==> src/rtl/pwr_evt_pkg.sv <==
package pwr_evt_pkg;

    localparam int NUM_STEPS  = 4;
    localparam int NUM_BATT   = 3;
    localparam int NUM_EDGE   = NUM_BATT + 1;
    localparam int REG_W      = 1 + NUM_STEPS + NUM_BATT;
    localparam int STEP_W     = $clog2(NUM_STEPS);
    localparam int BIT_SUSRES = 0;
    localparam int BIT_STEP0  = 1;
    localparam int BIT_BATT0  = BIT_STEP0 + NUM_STEPS;

    typedef logic [REG_W-1:0] evt_vec_t;

    typedef enum logic [STEP_W-1:0] {
        STEP_LSPLL_DOZE = 2'd0,
        STEP_DOZE_SLEEP = 2'd1,
        STEP_SLEEP_SUSP = 2'd2,
        STEP_SUSP_OFF   = 2'd3
    } step_e;

    typedef enum logic [1:0] {
        HOLD_IDLE,
        HOLD_WAIT,
        HOLD_GRANT
    } hold_e;

    typedef struct packed {
        logic  valid;
        step_e step;
    } trans_req_t;

    // One-hot status/enable position of a ladder step.
    function automatic evt_vec_t step_mask(step_e s);
        evt_vec_t m;
        m = '0;
        m[BIT_STEP0 + int'(s)] = 1'b1;
        return m;
    endfunction

    // Place edge events: index 0 is the suspend/resume pin, 1.. are battery warnings.
    function automatic evt_vec_t edge_to_vec(logic [NUM_EDGE-1:0] e);
        evt_vec_t m;
        m = '0;
        m[BIT_SUSRES] = e[0];
        for (int i = 0; i < NUM_BATT; i++) begin
            m[BIT_BATT0 + i] = e[i + 1];
        end
        return m;
    endfunction

endpackage

==> src/rtl/pwr_evt_edge_det.sv <==
module pwr_evt_edge_det #(
    parameter int WIDTH  = 4,
    parameter int STAGES = 2
) (
    input  logic             clk,
    input  logic             rst,
    input  logic [WIDTH-1:0] din,
    output logic [WIDTH-1:0] rise
);

    for (genvar g = 0; g < WIDTH; g++) begin : g_bit
        logic [STAGES-1:0] chain;
        logic              prev;

        always_ff @(posedge clk) begin
            if (rst) begin
                chain <= '0;
                prev  <= 1'b0;
            end else begin
                chain <= {chain[STAGES-2:0], din[g]};
                prev  <= chain[STAGES-1];
            end
        end

        assign rise[g] = chain[STAGES-1] & ~prev;
    end

endmodule

==> src/rtl/pwr_evt_trans_hold.sv <==
module pwr_evt_trans_hold
    import pwr_evt_pkg::*;
(
    input  logic                 clk,
    input  logic                 rst,
    input  trans_req_t           req_i,
    input  logic [NUM_STEPS-1:0] en_step_i,
    input  logic                 ack_i,
    output logic                 ready_o,
    output evt_vec_t             set_o
);

    hold_e state_q, state_d;
    logic  step_hit;

    assign step_hit = req_i.valid && en_step_i[req_i.step];

    always_comb begin
        state_d = state_q;
        set_o   = '0;
        ready_o = 1'b0;
        case (state_q)
            HOLD_IDLE: begin
                if (req_i.valid) begin
                    if (step_hit) begin
                        set_o   = step_mask(req_i.step);
                        state_d = HOLD_WAIT;
                    end else begin
                        ready_o = 1'b1;
                    end
                end
            end
            HOLD_WAIT: begin
                if (ack_i) begin
                    state_d = HOLD_GRANT;
                end
            end
            HOLD_GRANT: begin
                ready_o = 1'b1;
                state_d = HOLD_IDLE;
            end
            default: state_d = HOLD_IDLE;
        endcase
    end

    always_ff @(posedge clk) begin
        if (rst) begin
            state_q <= HOLD_IDLE;
        end else begin
            state_q <= state_d;
        end
    end

endmodule

==> src/rtl/pwr_evt_regs.sv <==
module pwr_evt_regs
    import pwr_evt_pkg::*;
(
    input  logic     clk,
    input  logic     rst,
    input  logic     cfg_wr_i,
    input  evt_vec_t cfg_data_i,
    input  logic     clr_wr_i,
    input  evt_vec_t clr_data_i,
    input  evt_vec_t set_i,
    output evt_vec_t en_o,
    output evt_vec_t sts_o
);

    evt_vec_t clr_mask;

    assign clr_mask = clr_wr_i ? clr_data_i : '0;

    always_ff @(posedge clk) begin
        if (rst) begin
            en_o  <= '0;
            sts_o <= '0;
        end else begin
            if (cfg_wr_i) begin
                en_o <= cfg_data_i;
            end
            // new events take precedence over a simultaneous clear
            sts_o <= (sts_o & ~clr_mask) | set_i;
        end
    end

endmodule

==> src/rtl/pwr_evt_irq.sv <==
module pwr_evt_irq
    import pwr_evt_pkg::*;
#(
    parameter int SYNC_STAGES = 2
) (
    input  logic                clk,
    input  logic                rst,
    input  logic                cfg_wr_i,
    input  logic [REG_W-1:0]    cfg_data_i,
    input  logic                clr_wr_i,
    input  logic [REG_W-1:0]    clr_data_i,
    input  logic                route_smi_i,
    input  logic                nmi_mask_i,
    input  logic [NUM_BATT-1:0] batt_low_i,
    input  logic                susres_i,
    input  logic                trans_req_i,
    input  logic [STEP_W-1:0]   trans_step_i,
    input  logic                irq_ack_i,
    output logic                trans_ready_o,
    output logic [REG_W-1:0]    enable_o,
    output logic [REG_W-1:0]    status_o,
    output logic                nmi_o,
    output logic                smi_o
);

    logic [NUM_EDGE-1:0] edge_in;
    logic [NUM_EDGE-1:0] edge_rise;
    evt_vec_t            en_q;
    evt_vec_t            sts_q;
    evt_vec_t            edge_set;
    evt_vec_t            trans_set;
    trans_req_t          req;
    logic                pending;

    assign edge_in = {batt_low_i, susres_i};

    pwr_evt_edge_det #(
        .WIDTH  (NUM_EDGE),
        .STAGES (SYNC_STAGES)
    ) edge_i (
        .clk  (clk),
        .rst  (rst),
        .din  (edge_in),
        .rise (edge_rise)
    );

    assign edge_set  = edge_to_vec(edge_rise) & en_q;
    assign req.valid = trans_req_i;
    assign req.step  = step_e'(trans_step_i);

    pwr_evt_trans_hold hold_i (
        .clk       (clk),
        .rst       (rst),
        .req_i     (req),
        .en_step_i (en_q[BIT_STEP0 +: NUM_STEPS]),
        .ack_i     (irq_ack_i),
        .ready_o   (trans_ready_o),
        .set_o     (trans_set)
    );

    pwr_evt_regs regs_i (
        .clk        (clk),
        .rst        (rst),
        .cfg_wr_i   (cfg_wr_i),
        .cfg_data_i (cfg_data_i),
        .clr_wr_i   (clr_wr_i),
        .clr_data_i (clr_data_i),
        .set_i      (edge_set | trans_set),
        .en_o       (en_q),
        .sts_o      (sts_q)
    );

    assign pending  = |sts_q;
    assign enable_o = en_q;
    assign status_o = sts_q;
    assign smi_o    = pending & route_smi_i;
    assign nmi_o    = pending & ~route_smi_i & ~nmi_mask_i;

endmodule

==> config.mk <==
export PLATFORM = sky130hd
export DESIGN_NAME = pwr_evt_irq
export DESIGN_NICKNAME = d
export VERILOG_FILES = /design/src/rtl/pwr_evt_pkg.sv /design/src/rtl/pwr_evt_edge_det.sv /design/src/rtl/pwr_evt_trans_hold.sv /design/src/rtl/pwr_evt_regs.sv /design/src/rtl/pwr_evt_irq.sv
export SDC_FILE = /design/constraint.sdc
export NUM_CORES = 1
export LEC_CHECK = 0
export CAP_MARGIN = 20
export CORE_MARGIN = 2
export CORE_UTILIZATION = 59
export CTS_CLUSTER_DIAMETER = 100
export DETAILED_ROUTE_END_ITERATION = 7
export DONT_BUFFER_PORTS = 1
export PLACE_DENSITY = 0.75
export SETUP_SLACK_MARGIN = 0.05
export SKIP_CTS_REPAIR_TIMING = 1
export SLEW_MARGIN = 0
export SYNTH_ARGS = -nofsm -noshare
export SYNTH_HDL_FRONTEND = slang
export SYNTH_SLANG_ARGS = --single-unit
export TNS_END_PERCENT = 5
==> constraint.sdc <==
create_clock -name clk -period 1.5 [get_ports clk]
set_clock_uncertainty 0.1 [all_clocks]
set_input_delay 0.225 -clock clk [delete_from_list [all_inputs] [get_ports clk]]
set_output_delay 0.225 -clock clk [all_outputs]
set_load 0.005 [all_outputs]
== Yosys cells after proc, flatten, opt, wreduce, memory -nomap -nowiden ==
Index checks and enable logic that the tools add are counted.
Cells by class
  shifts and indexed selects: 0
  bitwise logic cells: 18
  div/mod/pow operators: 0
  $mul: 0
  muxes and demuxes: 15
  eq/ne operators: 5
  reduce and logical (&&, ||, !) cells: 5
  $add $sub $neg: 1
  order comparisons: 3
Operators by type and width (count)
  32-bit by 1-bit >= comparator with 1-bit output, second input constant: 1
  32-bit by 5-bit less-than comparator with 1-bit output, second input constant: 1
  8-bit two-way mux: 4
  8-bit bitwise AND: 2
  8-bit bitwise OR: 2
  8-bit inverter: 1
  8-bit OR reduction: 1
  1-bit bitwise AND: 7
  2-bit two-way mux: 3
  1-bit inverter: 6
  1-bit two-way mux: 4
  2-bit inequality test, second input constant: 2
  2-bit case mux with 2 select lines: 1
  1-bit by 2-bit adder with 3-bit output, first input constant: 1
  1-bit demux with 3-bit select: 1
  2-bit by 3-bit less-than comparator with 1-bit output, second input constant: 1
  3-bit AND reduction: 1
  1-bit binary-select mux with 2-bit select: 1
  2-bit by 1-bit == test with 1-bit output, second input constant: 1
  2-bit == test, second input constant: 1
  1-bit logical AND: 2
  2-bit logical NOT: 1
  2-bit by 1-bit inequality test with 1-bit output, second input constant: 1
  1-bit case mux with 2 select lines: 1
Storage, ports and cells
  memories: 0
  bits in latches: 0
  register bits after elaboration: 30
  bits of input ports: 30
  word-level logic and storage cells: 58
  memory bits (writable): 0
  output and inout bits: 19
  memory bits (read-only): 0

== Depth between registers and ports, before layout ==
  depth after elaboration: 10
  mapped depth: 5
  gate-level depth less buffers: 5

== Cells and area by module ==
From an unflattened synthesis, not the netlist that was laid out.
Unflattened totals
  cells, all modules: 128
  area, all modules: 1312.5 um2
By module, submodules not included
  pwr_evt_regs: instances 1, cells each 60, sequential area each 320.3 um2, area an instance 608.1 um2
  pwr_evt_edge_det: instances 1, cells each 29, sequential area each 240.2 um2, area an instance 391.6 um2
  pwr_evt_trans_hold: instances 1, cells each 31, sequential area each 40.0 um2, area an instance 255.2 um2
  pwr_evt_irq: instances 1, cells each 8, sequential area each 0.0 um2, area an instance 57.6 um2

== Least setup slack after synthesis ==
No wires, ideal clock.
  path kind: reg2out
  start point: reg regs_i.en_o[4]
  end point: out trans_ready_o
  path slack: 0.051 ns
  buffers on the path: 0
  stages on the path, launching flop included: 4
  required time: 1.175 ns
  arrival time: 1.124 ns
  cells stage by stage: dfxtp_1 mux4_2 nand2b_1 a21oi_1
On the way
  longest elaborated chain between the ends: 6
RTL lines
  from (decl): RTL line pwr_evt_regs.sv:11  | output evt_vec_t en_o,
  from (signal assigned): RTL line pwr_evt_regs.sv:25  | en_o <= cfg_data_i;
  1-bit binary-select mux with 2-bit select: RTL line pwr_evt_trans_hold.sv:16  | assign step_hit = req_i.valid && en_step_i[req_i.step];
  1-bit two-way mux (not written as such): RTL line pwr_evt_trans_hold.sv:16
  1-bit logical AND: RTL line pwr_evt_trans_hold.sv:16
  1-bit two-way mux: RTL line pwr_evt_trans_hold.sv:25  | if (step_hit) begin
  1-bit two-way mux: RTL line pwr_evt_trans_hold.sv:24  | if (req_i.valid) begin
  1-bit case mux with 2 select lines: RTL line pwr_evt_trans_hold.sv:22  | case (state_q)
  to (decl): RTL line pwr_evt_irq.sv:19  | output logic trans_ready_o,
Every way passes these cells. The select of a mux whose other input is x is not followed.

== Worst setup path in the final report ==
  start point: reg regs_i.en_o[1]
  end point: out trans_ready_o
The elaborated chain is that of the path after synthesis.

==> impl_results.md <==
- Status: finished, violations left
- Failing checks: setup timing
- Gr usage total: 18.2%
- Final setup vio count: 1
- Global-route wire length before repair: 3310 um
- Syn nets: 152
- Fin crit period: 1720 ps
- Slowest stage delay, CP: 460 ps
- Crit path required time: around 1200 ps
- Depth of the CTS H-tree: 2
- Max Slew Vio Count: 0
- Vias in the first global route: between 700 and 800
- Register clock-pin slew on the reported worst setup and hold paths: 80 ps
- Tightest Pin Transition: 265 ps
- Routed Antenna Nets: 0
- Pwr dens: 929 mW/mm^2
- CTS tree: done
- Slew headroom: 82.2%
- P_leak: 0.611 nW
- Total die area: 0.00237 mm^2
- Num Clock Sinks: 30
- Maximum root-to-sink buffer count: 2
- Most frequent cells in the layout: dfxtp_1 (27), dlygate4sd3_1 (20), nand2_1 (12), nor2b_1 (12)
- Worst path cell trace: mux4_2, nand2b_4, a21oi_2
- Peak Freq: 0.583 GHz
- Placed cells: 142
- Final WS setup: -215 ps
- Peak supply drop: 0.684 mV
- Clk root buf: clkbuf_4
- MaxCap Viol Count: 0
- Synth Area in Compound Gates: 11.1%
- Worst Hold Class: input pin to flip-flop
- Antenna diodes: 0
- Fin cells: 170
- Setup crit end kind: output port
- Synthesized area: approximately 0.0012 mm^2
- Most common cell after layout, fill and taps aside: dfxtp_1
- Hold Vio Cnt, Final: 0
- Setup TNS: -215 ps
- Crit Path Max Fanout: 3
- Period utilization: 114%
- Utilization after layout: between 80% and 90%
- Rows: 16
- Die X-Extent: 48.7 um
- Syn avg cell area: 9.99 um^2
- DRC: 0
- Final WL: 2470 um
- RSZ-0062 raised after global routing: yes
- Critical path type: flip-flop to output port
- Starting DRT DRC Count: 11
- GR Overflow Total: 0
- Vias per cell: 5.34
- Iteration count of the initial detailed-routing pass: 4
- Flops & latches, synth: 30
- Die span in y: 48.7 um
- Worst-Skew Late Latency: 300 ps
- Simple-gate share of the synthesized area: roughly a fifth
- Post-Synth XOR/XNOR Area: 0%
- P&R area growth vs syn: 30.5%
- Critical path arrival: ~1400 ps
- Largest net degree at the start of global routing: 37
- Post-DP HPWL: 1520 um
- Initial Util: between 60 and 70%
- Share of layout cells above drive strength 1: 14.7%
- DR WL/cell: 14.6 um
- Synthesized-area fraction occupied by adder cells: 4.25%
- Net count, final: between 150 and 200
- Pre-CTS WS: 61.1 ps
- Crit path max-delay cell type: mux4_2
- Top Ports: 49
- Hold Slack: 1.77 ps
- DR vias: a little over 900
- Post-synthesis mux area share: 8.70%
- Startpoint Class: flip-flop
- Synth cell types: 23
- RePlAce Congestion: 0.813
- Mapped Cells: 118
- Core area: 0.00192 mm^2
- Largest family of logic cells by synthesized area: simple AND/OR/NAND/NOR gates
- Fillers: 134
- Initial antenna violation count: 0
- # port buffers: 0
- Synth warn: 0
- Sequential area share after synthesis: 51.0%
- TritonCTS Buffers: 5
[through the flow]
| stage | area [um^2] | total power, mW |
|---|---|---|
| final | 1540 | 1.43 |
| after global routing | 1540 | 1.50 |
| after CTS | 1260 | 1.36 |
| after detailed placement | 1210 | 0.956 |
| after global placement | 1210 | 0.952 |
| after floorplan | 1180 | 0.952 |
[state kept, by name, summed over array words and instances (netlist names)]
name	flops
regs_i.en_o	8
edge_i.g_bit.chain	8
regs_i.sts_o	8
edge_i.g_bit.prev	4
hold_i.state_q	2
[power breakdown]
group | leakage (nW) | total, mW | internal, mW | switching (mW)
Sequential | 0.247 | 0.850 | 0.828 | 0.0221
Combinational | 0.339 | 0.170 | 0.105 | 0.0647
Clock | 0.0254 | 0.409 | 0.176 | 0.232
[metal layers]
metal  vias to the layer above  wire [um]  track usage (%)
met5                         -          0                0
met4                         0         14             8.57
met3                         2        130             6.17
met2                        30       1290             30.1
met1                       421       1040             21.2
li1                        454          -                -
[Yosys cell counts, drive strengths merged]
| cell type | number | share of area [%] |
|---|---|---|
| a211oi | 1 | 0.64 |
| a21boi | 2 | 1.3 |
| a21oi | 2 | 0.85 |
| a32oi | 3 | 2.2 |
| and3b | 1 | 0.74 |
| clkbuf | 6 | 1.9 |
| dfxtp | 30 | 51 |
| ha | 4 | 4.2 |
| inv | 8 | 2.5 |
| mux2i | 8 | 6.8 |
| mux4 | 1 | 1.9 |
| nand2 | 12 | 3.8 |
| nand2b | 5 | 2.7 |
| nand3 | 1 | 0.42 |
| nand4 | 1 | 1.8 |
| nor2 | 8 | 2.5 |
| nor2b | 12 | 6.4 |
| nor4 | 3 | 1.6 |
| o21bai | 1 | 0.64 |
| o22ai | 5 | 2.7 |
| o32ai | 2 | 1.5 |
| o41ai | 1 | 1.4 |
| or3 | 1 | 0.53 |
[cell type report]
cell class                      count  area, um^2  share of cell area [%]
Sequential cell                    30         604                    39.3
Multi-Input combinational cell     74         582                    37.8
Timing Repair Buffer               24         243                    15.8
Tap cell                           27        33.8                    2.20
Inverter                            8        30.0                    1.95
Clock buffer                        7        45.0                    2.93
[cell families after synthesis]
kind of cell / after synthesis
AO/OA/AOI/OAI: 17
adder cells (fa/ha/maj): 4
buffers and inverters: 14
flip-flops: 30
multiplexers: 9
AND/OR/NAND/NOR: 44
[critical path: cells and delay by family (launching register included)]
kind,cells,cell delay [ps]
compound gates,1,130
mux,1,460
flops,1,340
simple gates,1,150
[path summary, 6_finish.rpt]
kind                                            start                                   to  slack, ps  cells past startpoint
setup / recovery          regs_i.en_o[1]$_SDFFE_PP0P_                        trans_ready_o       -220                      3
hold / removal                          cfg_data_i[4]          regs_i.en_o[4]$_SDFFE_PP0P_          2                      2
setup reg to reg          regs_i.en_o[1]$_SDFFE_PP0P_           regs_i.sts_o[5]$_SDFF_PP0_         50                      4
hold reg to reg   edge_i.g_bit[2].chain[0]$_SDFF_PP0_  edge_i.g_bit[2].chain[1]$_SDFF_PP0_        340                      1
Power figures use the tool's default switching activity.
